**src/rtl/ptg_pkg.sv**
```systemverilog
package ptg_pkg;
  localparam int unsigned NUM_CH  = 5;
  localparam int unsigned PRE_W   = 8;
  localparam int unsigned SEL_W   = 4;
  localparam int unsigned MAX_SEL = 4;
  localparam int unsigned SPLIT   = 2;  // first channel served by prescaler B
  localparam int unsigned NUM_PRE = 2;

  // prescaler index that feeds a channel
  function automatic int unsigned pre_of(input int unsigned ch, input int unsigned split);
    return (ch < split) ? 0 : 1;
  endfunction

  // effective select after clamping
  function automatic logic [SEL_W-1:0] clamp_sel(input logic [SEL_W-1:0] s);
    return (s > SEL_W'(MAX_SEL)) ? SEL_W'(MAX_SEL) : s;
  endfunction

  // low 'sel' bits set: divide counter value at which a tick is due
  function automatic logic [MAX_SEL-1:0] sel_mask(input logic [SEL_W-1:0] sel);
    logic [MAX_SEL-1:0] m;
    m = '0;
    for (int i = 0; i < int'(MAX_SEL); i++) begin
      if (i < int'(sel)) m[i] = 1'b1;
    end
    return m;
  endfunction
endpackage

```
**src/rtl/ptg_prescaler.sv**
```systemverilog
module ptg_prescaler #(
  parameter int unsigned PRE_W = 8
) (
  input  logic             clk,
  input  logic             rst_n,
  input  logic             restart,
  input  logic [PRE_W-1:0] limit,
  output logic             pulse
);
  logic [PRE_W-1:0] cnt_q;

  assign pulse = (cnt_q == limit);

  always_ff @(posedge clk or negedge rst_n) begin
    if (!rst_n)       cnt_q <= '0;
    else if (restart) cnt_q <= '0;
    else if (pulse)   cnt_q <= '0;
    else              cnt_q <= cnt_q + PRE_W'(1);
  end
endmodule

```
**src/rtl/ptg_divider.sv**
```systemverilog
module ptg_divider
  import ptg_pkg::*;
#(
  parameter int unsigned SEL_W   = ptg_pkg::SEL_W,
  parameter int unsigned MAX_SEL = ptg_pkg::MAX_SEL
) (
  input  logic             clk,
  input  logic             rst_n,
  input  logic             restart,
  input  logic             pre_pulse,
  input  logic [SEL_W-1:0] sel,
  output logic             tick
);
  logic [MAX_SEL-1:0] dcnt_q;
  logic [MAX_SEL-1:0] mask;
  logic               hit;

  assign mask = sel_mask(sel);
  assign hit  = pre_pulse && ((dcnt_q & mask) == mask);

  always_ff @(posedge clk or negedge rst_n) begin
    if (!rst_n) begin
      dcnt_q <= '0;
      tick   <= 1'b0;
    end else if (restart) begin
      dcnt_q <= '0;
      tick   <= 1'b0;
    end else begin
      if (pre_pulse) dcnt_q <= dcnt_q + MAX_SEL'(1);
      tick <= hit;
    end
  end
endmodule

```
**src/rtl/pwm_tick_gen.sv**
```systemverilog
module pwm_tick_gen
  import ptg_pkg::*;
#(
  parameter int unsigned NUM_CH  = ptg_pkg::NUM_CH,
  parameter int unsigned PRE_W   = ptg_pkg::PRE_W,
  parameter int unsigned SEL_W   = ptg_pkg::SEL_W,
  parameter int unsigned MAX_SEL = ptg_pkg::MAX_SEL,
  parameter int unsigned SPLIT   = ptg_pkg::SPLIT,
  localparam int unsigned CFG0_W = NUM_PRE * PRE_W,
  localparam int unsigned CFG1_W = NUM_CH * SEL_W,
  localparam int unsigned WD_W   = (CFG0_W > CFG1_W) ? CFG0_W : CFG1_W
) (
  input  logic              clk,
  input  logic              rst_n,
  input  logic              cfg_we,
  input  logic              cfg_addr,
  input  logic [WD_W-1:0]   cfg_wdata,
  output logic [NUM_CH-1:0] tick
);
  localparam logic [CFG0_W-1:0] CFG0_RST = {NUM_PRE{PRE_W'(1)}};

  logic [CFG0_W-1:0]       cfg0_q;
  logic [CFG1_W-1:0]       cfg1_q;
  logic                    restart;
  logic [NUM_PRE-1:0]      pre_pulse;
  logic [CFG1_W-1:0]       sel_eff;

  assign restart = cfg_we;

  always_ff @(posedge clk or negedge rst_n) begin
    if (!rst_n) begin
      cfg0_q <= CFG0_RST;
      cfg1_q <= '0;
    end else if (cfg_we) begin
      if (!cfg_addr) cfg0_q <= cfg_wdata[CFG0_W-1:0];
      else           cfg1_q <= cfg_wdata[CFG1_W-1:0];
    end
  end

  for (genvar g = 0; g < int'(NUM_PRE); g++) begin : g_pre
    ptg_prescaler #(.PRE_W(PRE_W)) u_pre (
      .clk     (clk),
      .rst_n   (rst_n),
      .restart (restart),
      .limit   (cfg0_q[g*PRE_W +: PRE_W]),
      .pulse   (pre_pulse[g])
    );
  end

  for (genvar n = 0; n < int'(NUM_CH); n++) begin : g_ch
    localparam int unsigned PIDX = pre_of(n, SPLIT);
    assign sel_eff[n*SEL_W +: SEL_W] = clamp_sel(cfg1_q[n*SEL_W +: SEL_W]);
    ptg_divider #(.SEL_W(SEL_W), .MAX_SEL(MAX_SEL)) u_div (
      .clk       (clk),
      .rst_n     (rst_n),
      .restart   (restart),
      .pre_pulse (pre_pulse[PIDX]),
      .sel       (sel_eff[n*SEL_W +: SEL_W]),
      .tick      (tick[n])
    );
  end
endmodule

```
**config.mk**
```make
export PLATFORM = sky130hd
export DESIGN_NAME = pwm_tick_gen
export DESIGN_NICKNAME = d
export VERILOG_FILES = /design/src/rtl/ptg_pkg.sv /design/src/rtl/ptg_prescaler.sv /design/src/rtl/ptg_divider.sv /design/src/rtl/pwm_tick_gen.sv
export SDC_FILE = /design/constraint.sdc
export NUM_CORES = 1
export LEC_CHECK = 0
export BUFFER_PORTS_ARGS = -buffer_cell sky130_fd_sc_hd__buf_2
export CORE_ASPECT_RATIO = 1.5
export CORE_MARGIN = 2
export CORE_UTILIZATION = 35
export DETAILED_ROUTE_END_ITERATION = 12
export PLACE_DENSITY = 0.56
export SLEW_MARGIN = 20
export SYNTH_ARGS = -nofsm -noshare
export SYNTH_HDL_FRONTEND = slang
export SYNTH_HIERARCHICAL = 1
export SYNTH_SLANG_ARGS = --single-unit
```
**constraint.sdc**
```tcl
create_clock -name clk -period 2.05 [get_ports clk]
set_input_delay 0.1025 -clock clk [delete_from_list [all_inputs] [get_ports clk]]
set_output_delay 0.1025 -clock clk [all_outputs]
set_load 0.05 [all_outputs]
```
## Yosys cells after proc, flatten, opt, wreduce, memory -nomap -nowiden

Cells that the tools add are included.

- Register bits: 77
- Input port bits: 24

- $add $sub $neg: 7
- $lt $le $gt $ge: 25
- Eq/ne operators: 7
- Multiplexer cells: 44
- Bitwise logic cells: 6
- Reduce and logical (&&, ||, !) cells: 9

Operators with widths:

| cell | count |
|---|---|
| two-way mux 4 bit | 15 |
| less-than comparator 1 x 4 -> 1 bit, first input constant | 10 |
| less-than comparator 2 x 4 -> 1 bit, first input constant | 10 |
| two-way mux 8 bit | 4 |
| two-way mux 1 bit | 25 |
| adder 4 x 1 -> 4 bit, second input constant | 5 |
| AND 4 bit | 5 |
| equality test 4 bit | 5 |
| > comparator 4 x 3 -> 1 bit, second input constant | 5 |
| adder 8 x 1 -> 8 bit, second input constant | 2 |
| equality test 8 bit | 2 |
| logical AND 1 bit | 5 |
| AND reduction 2 bit | 2 |
| nonzero test 2 bit | 2 |
| NOT 1 bit | 1 |

## Longest topological paths before layout

Gate-level depths: netlist of run 1.

- Depth in word-level cells: 8
- Gate-level depth with buffers: 7

## By module

Netlist of run 1, hierarchy kept.

Modules (own cells, without submodules):

| module | times used | cells an instance | area an instance (µm²) | sequential area each (µm²) |
|---|---|---|---|---|
| pwm_tick_gen | 1 | 104 | 1,527.7 | 903.4 |
| ptg_divider | 5 | 24 | 260.2 | 125.1 |
| ptg_prescaler | 2 | 47 | 514.2 | 200.2 |

## Least setup slack after synthesis of run 1

OpenSTA, ideal clock, no wires.

- Path type: register -> register
- Start: reg g_pre[1].u_pre.cnt_q[2]
- End: reg g_ch[2].u_div.tick
- Library setup time: 0.069 ns
- Data arrival time: 1.962 ns
- Data required time: 1.981 ns
- Slack: 0.018 ns
- Stages on the path, launching flop included: 8
- Buffers on the path: 1
- Clock period less this slack: 2.032 ns
- Path through: dfrtp_1 > buf_6 > xor2_1 > nor4_4 > and2_1 > nor2b_1 > o221ai_1 > nor2_2

- Longest elaborated chain between the ends: 3

RTL lines:

| what | RTL line | RTL |
|---|---|---|
| from (decl) | ptg_prescaler.sv:10 | `logic [PRE_W-1:0] cnt_q;` |
| from (signal assigned) | ptg_prescaler.sv:18 | `else cnt_q <= cnt_q + PRE_W'(1);` |
| equality test 8 bit | ptg_prescaler.sv:12 | `assign pulse = (cnt_q == limit);` |
| via pre_pulse[1] | pwm_tick_gen.sv:25 | `logic [NUM_PRE-1:0] pre_pulse;` |
| logical AND 1 bit | ptg_divider.sv:19 | `assign hit = pre_pulse && ((dcnt_q & mask) == mask);` |
| two-way mux 1 bit | ptg_divider.sv:25 | `end else if (restart) begin` |
| to (signal assigned) | ptg_divider.sv:30 | `tick <= hit;` |
| to (decl) | ptg_divider.sv:12 | `output logic tick` |

The timed path passes the listed nets, and every way through them passes these cells.
A chain may end at the register's enable or synchronous reset.

## Final worst setup path of run 1

- Start: reg g_pre[1].u_pre.cnt_q[3]
- End: reg g_ch[4].u_div.tick

- Longest elaborated chain between the ends: 3

RTL lines:

| what | RTL line |
|---|---|
| equality test 8 bit | ptg_prescaler.sv:12 |
| via pre_pulse[1] | pwm_tick_gen.sv:25 |
| logical AND 1 bit | ptg_divider.sv:19 |
| two-way mux 1 bit | ptg_divider.sv:25 |
| to (signal assigned) | ptg_divider.sv:30 |
| to (decl) | ptg_divider.sv:12 |

The timed path passes the listed nets, and every way through them passes these cells.

==> impl_metrics.py, run 1 <==
metrics = {
    "cells_and_area": {
        "fillerInstances": 1032,
        "multi_input_area_mm2": 0.00186,
        "register_area_mm2": 0.00193,
        "nNetsFinal": 418,
        "area_delta_synth_final_pct": 21.6,
        "drive_gt1_share_pct": 30.4,
        "design_area_mm2": 0.00469,
        "num_antenna_cells": 0,
    },
    "power": {
        "p_int_w": 0.00311,
        "comb_power_share_pct": 12.8,
        "ir_drop_uv": 460,
        "seqPwrFrac_pct": 42.2,
        "p_leak_nw": 2.09,
        "power-per-cell-area_mw_per_mm2": 871,
        "p_clk_share_pct": 45.1,
        "power_switching_share_pct": 23.8,
        "power_switching_w": 0.000973,
    },
    "global_route": {
        "grt_max_degree": 42,
        "track_usage_pct": 14.3,
        "grt_pass1_wl_um": 13600,
        "grt_pass1_vias": 2708,
        "antenna_found_initial": 0,
        "grt_overflow": 0,
    },
    "worst_setup_path": {
        "critPathBufInv": 1,
        "crit_type": "reg2reg",
        "worstPathRequired_ps": 2320,
        "slowest_delay_ps": 450,
        "cp_cell_sequence": "xor2_1 -> nor4_4 -> and2_1 -> buf_4 -> nor2b_1 -> o221ai_1 -> nor2_2",
        "cp-start-kind": "register",
        "critPathTopFamily": "simple AND/OR/NAND/NOR gates",
        "end_kind": "register",
        "arrival_ps": 2130,
        "critPathSlowestCell": "dfrtp_1",
        "worstPathMaxFanout": 15,
    },
    "sta": {
        "setup_viol": 0,
        "post-route-period-util_pct": 90.5,
        "hold_viol_final": 0,
        "rsz0062_at_grt": "false",
        "post-route-min-period_ps": 1860,
        "slew_viol_final": 0,
        "fin_tns_setup_ps": 0,
        "clock_skew_ps": 6.20,
        "fmax_ghz": 0.539,
    },
    "detailed_routing": {
        "vias_per_cell": 4.74,
        "routed_wl_um": 7520,
        "routed.top_layer": "met4",
        "wl_per_cell_um": 13.9,
        "dr_wl_met3_um": 189,
        "drt_iter0_markers": 64,
        "drcViolationCount": 0,
        "route.met2.wl_um": 3870,
        "dr.pass1.iters": 3,
        "drt-met1-wl_um": 3230,
        "antenna_left": 0,
        "via_count": 2554,
    },
    "synthesis": {
        "yosys-mux-area-fraction_pct": 12.8,
        "synth-xor-area-share_pct": 8.40,
        "synth_seq_cells": 77,
        "yosysSeqAreaShare_pct": 50.0,
        "netlist_instances": 318,
        "ys_warn_count": 6,
        "synth_top_family_by_area": "simple AND/OR/NAND/NOR gates",
        "avgSynthCellArea_um2": 12.1,
        "synth.area.top_cells": "dfrtp_1 49%, mux2_2 7.6%, xor2_1 6.8%",
        "synth_cell_types": 33,
        "synthSimpleGateAreaFrac_pct": 14.9,
        "synth_top_area_share_pct": 48.7,
        "netlist_area_mm2": 0.00386,
        "synth-adder-area-share_pct": 2.27,
        "synth_compound_area_share_pct": 7.98,
        "synth_top_cell_by_area": "dfrtp_1",
    },
    "clock_tree": {
        "root_buffer": "clkbuf_16",
        "cts.clk_slew.worst_paths_ps": 60,
        "htreeDepth": 3,
        "clk_path_buf_depth": 2,
        "cts_setup_buffers": 0,
        "numCtsBuffers": 9,
        "clock_latency_ps": 340,
        "clock-sinks": 77,
        "cts_tree": "built",
    },
    "die": {
        "dieArea_mm2": 0.0119,
        "io_pins": 29,
        "die_x_um": 89.7,
        "fp.dieH_um": 133,
        "fp-row-count": 47,
        "start_util_pct": 35.5,
        "coreArea_mm2": 0.0109,
    },
    "min_path": {
        "min-delay-path-class": "in2reg",
    },
    "job": {
        "drv_cap": 0,
    },
    "placed_design": {
        "post-dp-hpwl_um": 5270,
        "placed_area_mm2": 0.00427,
        "port_buffers": 28,
        "gp_congestion": 0.753,
    },
    "status": {
        "outcome": "finished, final reports clean",
    },
}
-- power by group through the flow --
stage                     logic (W)  registers (W)  clock network, W
final                      0.000521        0.00172           0.00184
after global routing       0.000583        0.00174           0.00195
after CTS                  0.000530        0.00173           0.00188
after detailed placement   0.000514        0.00175                 0
after global placement     0.000503        0.00175                 0
after floorplan            0.000385        0.00173                 0
-- timing repair --
| action | in CTS | in global routing |
|---|---|---|
| hold endpoints to repair | 32 | 0 |
| setup endpoints to repair | 0 | 1 |
| resized for setup | 0 | 1 |
| hold buffers | 8 | 0 |
-- synth_stat cells --
library cell / instances
mux2_2: 26
or2_2: 5
xnor2_1: 7
conb_1: 1
nand2b_4: 1
o221ai_1: 5
a221oi_1: 4
o21ai_0: 6
mux2i_1: 5
o22ai_1: 5
buf_12: 1
a211oi_1: 10
nor2b_1: 5
or3_1: 6
nor2_2: 5
a221oi_2: 2
a211oi_2: 5
nand4_1: 7
xor2_1: 30
nor4_2: 5
nor3_1: 5
nand3_1: 8
dfrtp_1: 75
and2_1: 2
nor4_4: 4
inv_1: 14
dfstp_2: 2
nand2_1: 8
nor2_1: 35
ha_1: 7
buf_1: 2
buf_6: 5
mux2_4: 10
-- metal layers --
metal / vias up / GRT usage, %
met4: 0 / 7.35
met1: 1264 / 17.2
li1: 1248 / -
met2: 26 / 23.8
met3: 16 / 3.76
met5: - / 0
-- area by class of cell --
| class | count | share of cell area [%] |
|---|---|---|
| Inverter | 14 | 1.12 |
| Clock inverter | 4 | 2.03 |
| Timing Repair Buffer | 47 | 6.78 |
| Multi-Input combinational cell | 238 | 39.8 |
| Clock buffer | 12 | 5.26 |
| Sequential cell | 77 | 41.1 |
| Tap cell | 147 | 3.92 |
-- registers in the layout, indices dropped and copies added (netlist names) --
| name | count |
|---|---|
| g_ch.u_div/dcnt_q | 20 |
| cfg1_q | 20 |
| g_ch.u_div/tick | 5 |
| cfg0_q | 16 |
| g_pre.u_pre/cnt_q | 16 |
-- path summary, 6_finish.rpt --
path / start / end / slack (ps) / cells after the start
min: cfg_wdata[11] / cfg0_q[11]$_DFFE_PN0P_ / 10 / 2
max in group asynchronous: rst_n / cfg0_q[0]$_DFFE_PN1P_ / 1190 / 3
min in group asynchronous: rst_n / cfg0_q[4]$_DFFE_PN0P_ / 220 / 2
max: g_pre[1].u_pre/cnt_q[3]$_DFF_PN0_ / g_ch[4].u_div/tick$_DFF_PN0_ / 190 / 7
max reg2reg: g_pre[1].u_pre/cnt_q[3]$_DFF_PN0_ / g_ch[4].u_div/tick$_DFF_PN0_ / 190 / 7
min reg2reg: cfg1_q[18]$_DFFE_PN0P_ / cfg1_q[18]$_DFFE_PN0P_ / 500 / 1
-- per-stage QoR --
step / utilization (%) / power, W / std cells / hold WS, ps / setup slack, ps
after floorplan: - / 0.00211 / 337 / -193 / 18.2
after global placement: 39.2 / 0.00225 / 515 / 49.4 / 216
after CTS: 43.1 / 0.00414 / 539 / 1.97 / 166
final: 43.1 / 0.00409 / 539 / 14.3 / 195
after detailed placement: 39.2 / 0.00227 / 515 / 51.9 / 181
after global routing: 43.1 / 0.00427 / 539 / 4.19 / 54.9
-- cells in the final DEF, fill, tap and decap left out, types with 8 or more instances in the layout --
cell            n
a211oi_1       10
nand3_1         8
xor2_1         30
buf_4          11
nand2_1         8
inv_1          14
nor2_1         35
mux2_4         10
buf_2          27
mux2_2         26
clkbuf_16       9
dlygate4sd3_1   8
conb_1         20
dfrtp_1        75
-- cells by family (layout without fill, tap and decap cells) --
logic type / after synthesis / count (layout)
compound gates: 37 / 37
xor+xnor: 37 / 37
fa+ha+maj: 7 / 7
buf+inv: 22 / 77
flops: 77 / 77
mux: 41 / 41
other cells: 1 / 20
simple gates: 96 / 96
(Power assumes the default switching activity.)
==> inputs of run 2 (changes only) <==
==> constraint.sdc (replaced) <==
create_clock -name clk -period 2.05 [get_ports clk]
set_input_delay 0.41 -clock clk [delete_from_list [all_inputs] [get_ports clk]]
set_output_delay 0.41 -clock clk [all_outputs]
set_load 0.05 [all_outputs]
==> impl_metrics.py, run 2 (same netlist as run 1, synthesis figures left out) <==
metrics = {
    "sta": {
        "post-route-period-util_pct": 89.0,
        "setup_viol": 0,
        "rsz0062_at_grt": "false",
        "clock_skew_ps": 6.58,
        "fin_tns_setup_ps": 0,
        "post-route-min-period_ps": 1820,
        "slew_viol_final": 0,
        "fmax_ghz": 0.548,
        "hold_viol_final": 0,
    },
    "die": {
        "fp-row-count": 47,
        "dieArea_mm2": 0.0119,
        "start_util_pct": 35.5,
        "coreArea_mm2": 0.0109,
        "fp.dieH_um": 133,
        "die_x_um": 89.7,
        "io_pins": 29,
    },
    "detailed_routing": {
        "wl_per_cell_um": 14.0,
        "vias_per_cell": 4.74,
        "routed_wl_um": 7400,
        "via_count": 2511,
        "antenna_left": 0,
        "drcViolationCount": 0,
        "drt_iter0_markers": 66,
        "dr.pass1.iters": 4,
    },
    "job": {
        "drv_cap": 0,
    },
    "worst_setup_path": {
        "worstPathRequired_ps": 2310,
        "cp-start-kind": "register",
        "critPathSlowestCell": "dfrtp_1",
        "critPathTopFamily": "simple AND/OR/NAND/NOR gates",
        "worstPathMaxFanout": 15,
        "crit_type": "reg2reg",
        "slowest_delay_ps": 430,
        "end_kind": "register",
        "cp_cell_sequence": "xor2_1 -> nor4_4 -> and2_1 -> buf_4 -> nor2b_1 -> o221ai_1 -> nor2_2",
        "arrival_ps": 2090,
        "critPathBufInv": 1,
    },
    "power": {
        "p_clk_share_pct": 42.4,
        "seqPwrFrac_pct": 44.6,
        "comb_power_share_pct": 13.0,
        "p_int_w": 0.00292,
        "p_leak_nw": 2.03,
        "power-per-cell-area_mw_per_mm2": 846,
        "power_switching_w": 0.000946,
        "ir_drop_uv": 417,
        "power_switching_share_pct": 24.5,
    },
    "cells_and_area": {
        "drive_gt1_share_pct": 30.8,
        "top_regs": "cfg1_q (20), g_ch.u_div/dcnt_q (20)",
        "area_delta_synth_final_pct": 18.5,
        "design_area_mm2": 0.00457,
        "nNetsFinal": 409,
        "num_antenna_cells": 0,
        "mostFrequentLayoutCell": "dfrtp_1",
        "final_cell_mix": "75 x dfrtp_1, 35 x nor2_1, 30 x xor2_1",
    },
    "global_route": {
        "grt_pass1_wl_um": 12900,
        "grt_max_degree": 49,
        "grt_overflow": 0,
        "antenna_found_initial": 0,
        "track_usage_pct": 13.7,
        "grt_pass1_vias": 2700,
    },
    "placed_design": {
        "post-dp-hpwl_um": 5330,
        "port_buffers": 28,
        "gp_congestion": 0.747,
        "placed_area_mm2": 0.00426,
    },
    "clock_tree": {
        "numCtsBuffers": 9,
        "htreeDepth": 3,
        "clock-sinks": 77,
        "cts_setup_buffers": 0,
        "holdBufCountCts": 0,
        "cts_tree": "built",
        "cts.clk_slew.worst_paths_ps": 60,
        "root_buffer": "clkbuf_16",
        "clock_latency_ps": 330,
        "cts_resized": 0,
        "clk_path_buf_depth": 2,
    },
    "min_path": {
        "min-delay-path-class": "in2async",
    },
    "status": {
        "outcome": "finished, final reports clean",
    },
}
[run 2: cell count changes in the layout (fill, tap and decap cells not counted), sizes merged]
cell	previous run	this run
buf	39	38
bufinv	3	1
clkbuf	12	13
clkinvlp	0	1
dlygate4sd3	8	0
[run 2: stage by stage]
step | utilization (%) | setup slack (ps) | cells | hold slack, ps | power (W)
after floorplan | - | 18.2 | 337 | 114 | 0.00211
after global placement | 39.1 | 255 | 514 | 374 | 0.00225
after detailed placement | 39.1 | 220 | 514 | 374 | 0.00226
after CTS | 42.0 | 191 | 530 | 9.87 | 0.00394
after global routing | 42.0 | 60.1 | 530 | 34.2 | 0.00404
final | 42.0 | 225 | 530 | 11.3 | 0.00387
[run 2: power by group through the flow]
| stage | sequential (W) | combinational [W] | clock [W] |
|---|---|---|---|
| finish | 0.00172 | 0.000502 | 0.00164 |
| global route | 0.00174 | 0.000560 | 0.00174 |
| CTS | 0.00173 | 0.000512 | 0.00170 |
| detailed placement | 0.00175 | 0.000510 | 0 |
| global placement | 0.00175 | 0.000501 | 0 |
| floorplan | 0.00173 | 0.000385 | 0 |
[run 2: per-layer routing]
metal	track usage, %	vias to the layer above	share of wire [%]
li1	-	1228	-
met1	15.6	1246	42
met2	24.6	29	54
met3	2.85	8	2.4
met4	5.90	0	2.0
met5	0	-	0
[run 2: final timing paths]
check / startpoint / endpoint / slack [ps] / cells past startpoint
worst min register to register: cfg1_q[11]$_DFFE_PN0P_ / cfg1_q[11]$_DFFE_PN0P_ / 490 / 1
min in group clk: cfg_wdata[18] / cfg1_q[18]$_DFFE_PN0P_ / 310 / 2
worst min-delay path: rst_n / g_pre[0].u_pre/cnt_q[4]$_DFF_PN0_ / 10 / 1
worst max-delay path: g_pre[1].u_pre/cnt_q[3]$_DFF_PN0_ / g_ch[3].u_div/tick$_DFF_PN0_ / 230 / 7
worst max register to register: g_pre[1].u_pre/cnt_q[3]$_DFF_PN0_ / g_ch[3].u_div/tick$_DFF_PN0_ / 230 / 7
max in group asynchronous: rst_n / cfg0_q[8]$_DFFE_PN1P_ / 1390 / 2
[run 2: area by class of cell]
class                      count  area, um^2
tap                          147         184
sequential                    77        1930
clock buffer                  13         270
fill                        1044        6310
inverter                      14        52.6
timing repair buffer          38         230
multi-input combinational    238        1860
clock inverter                 3        42.5
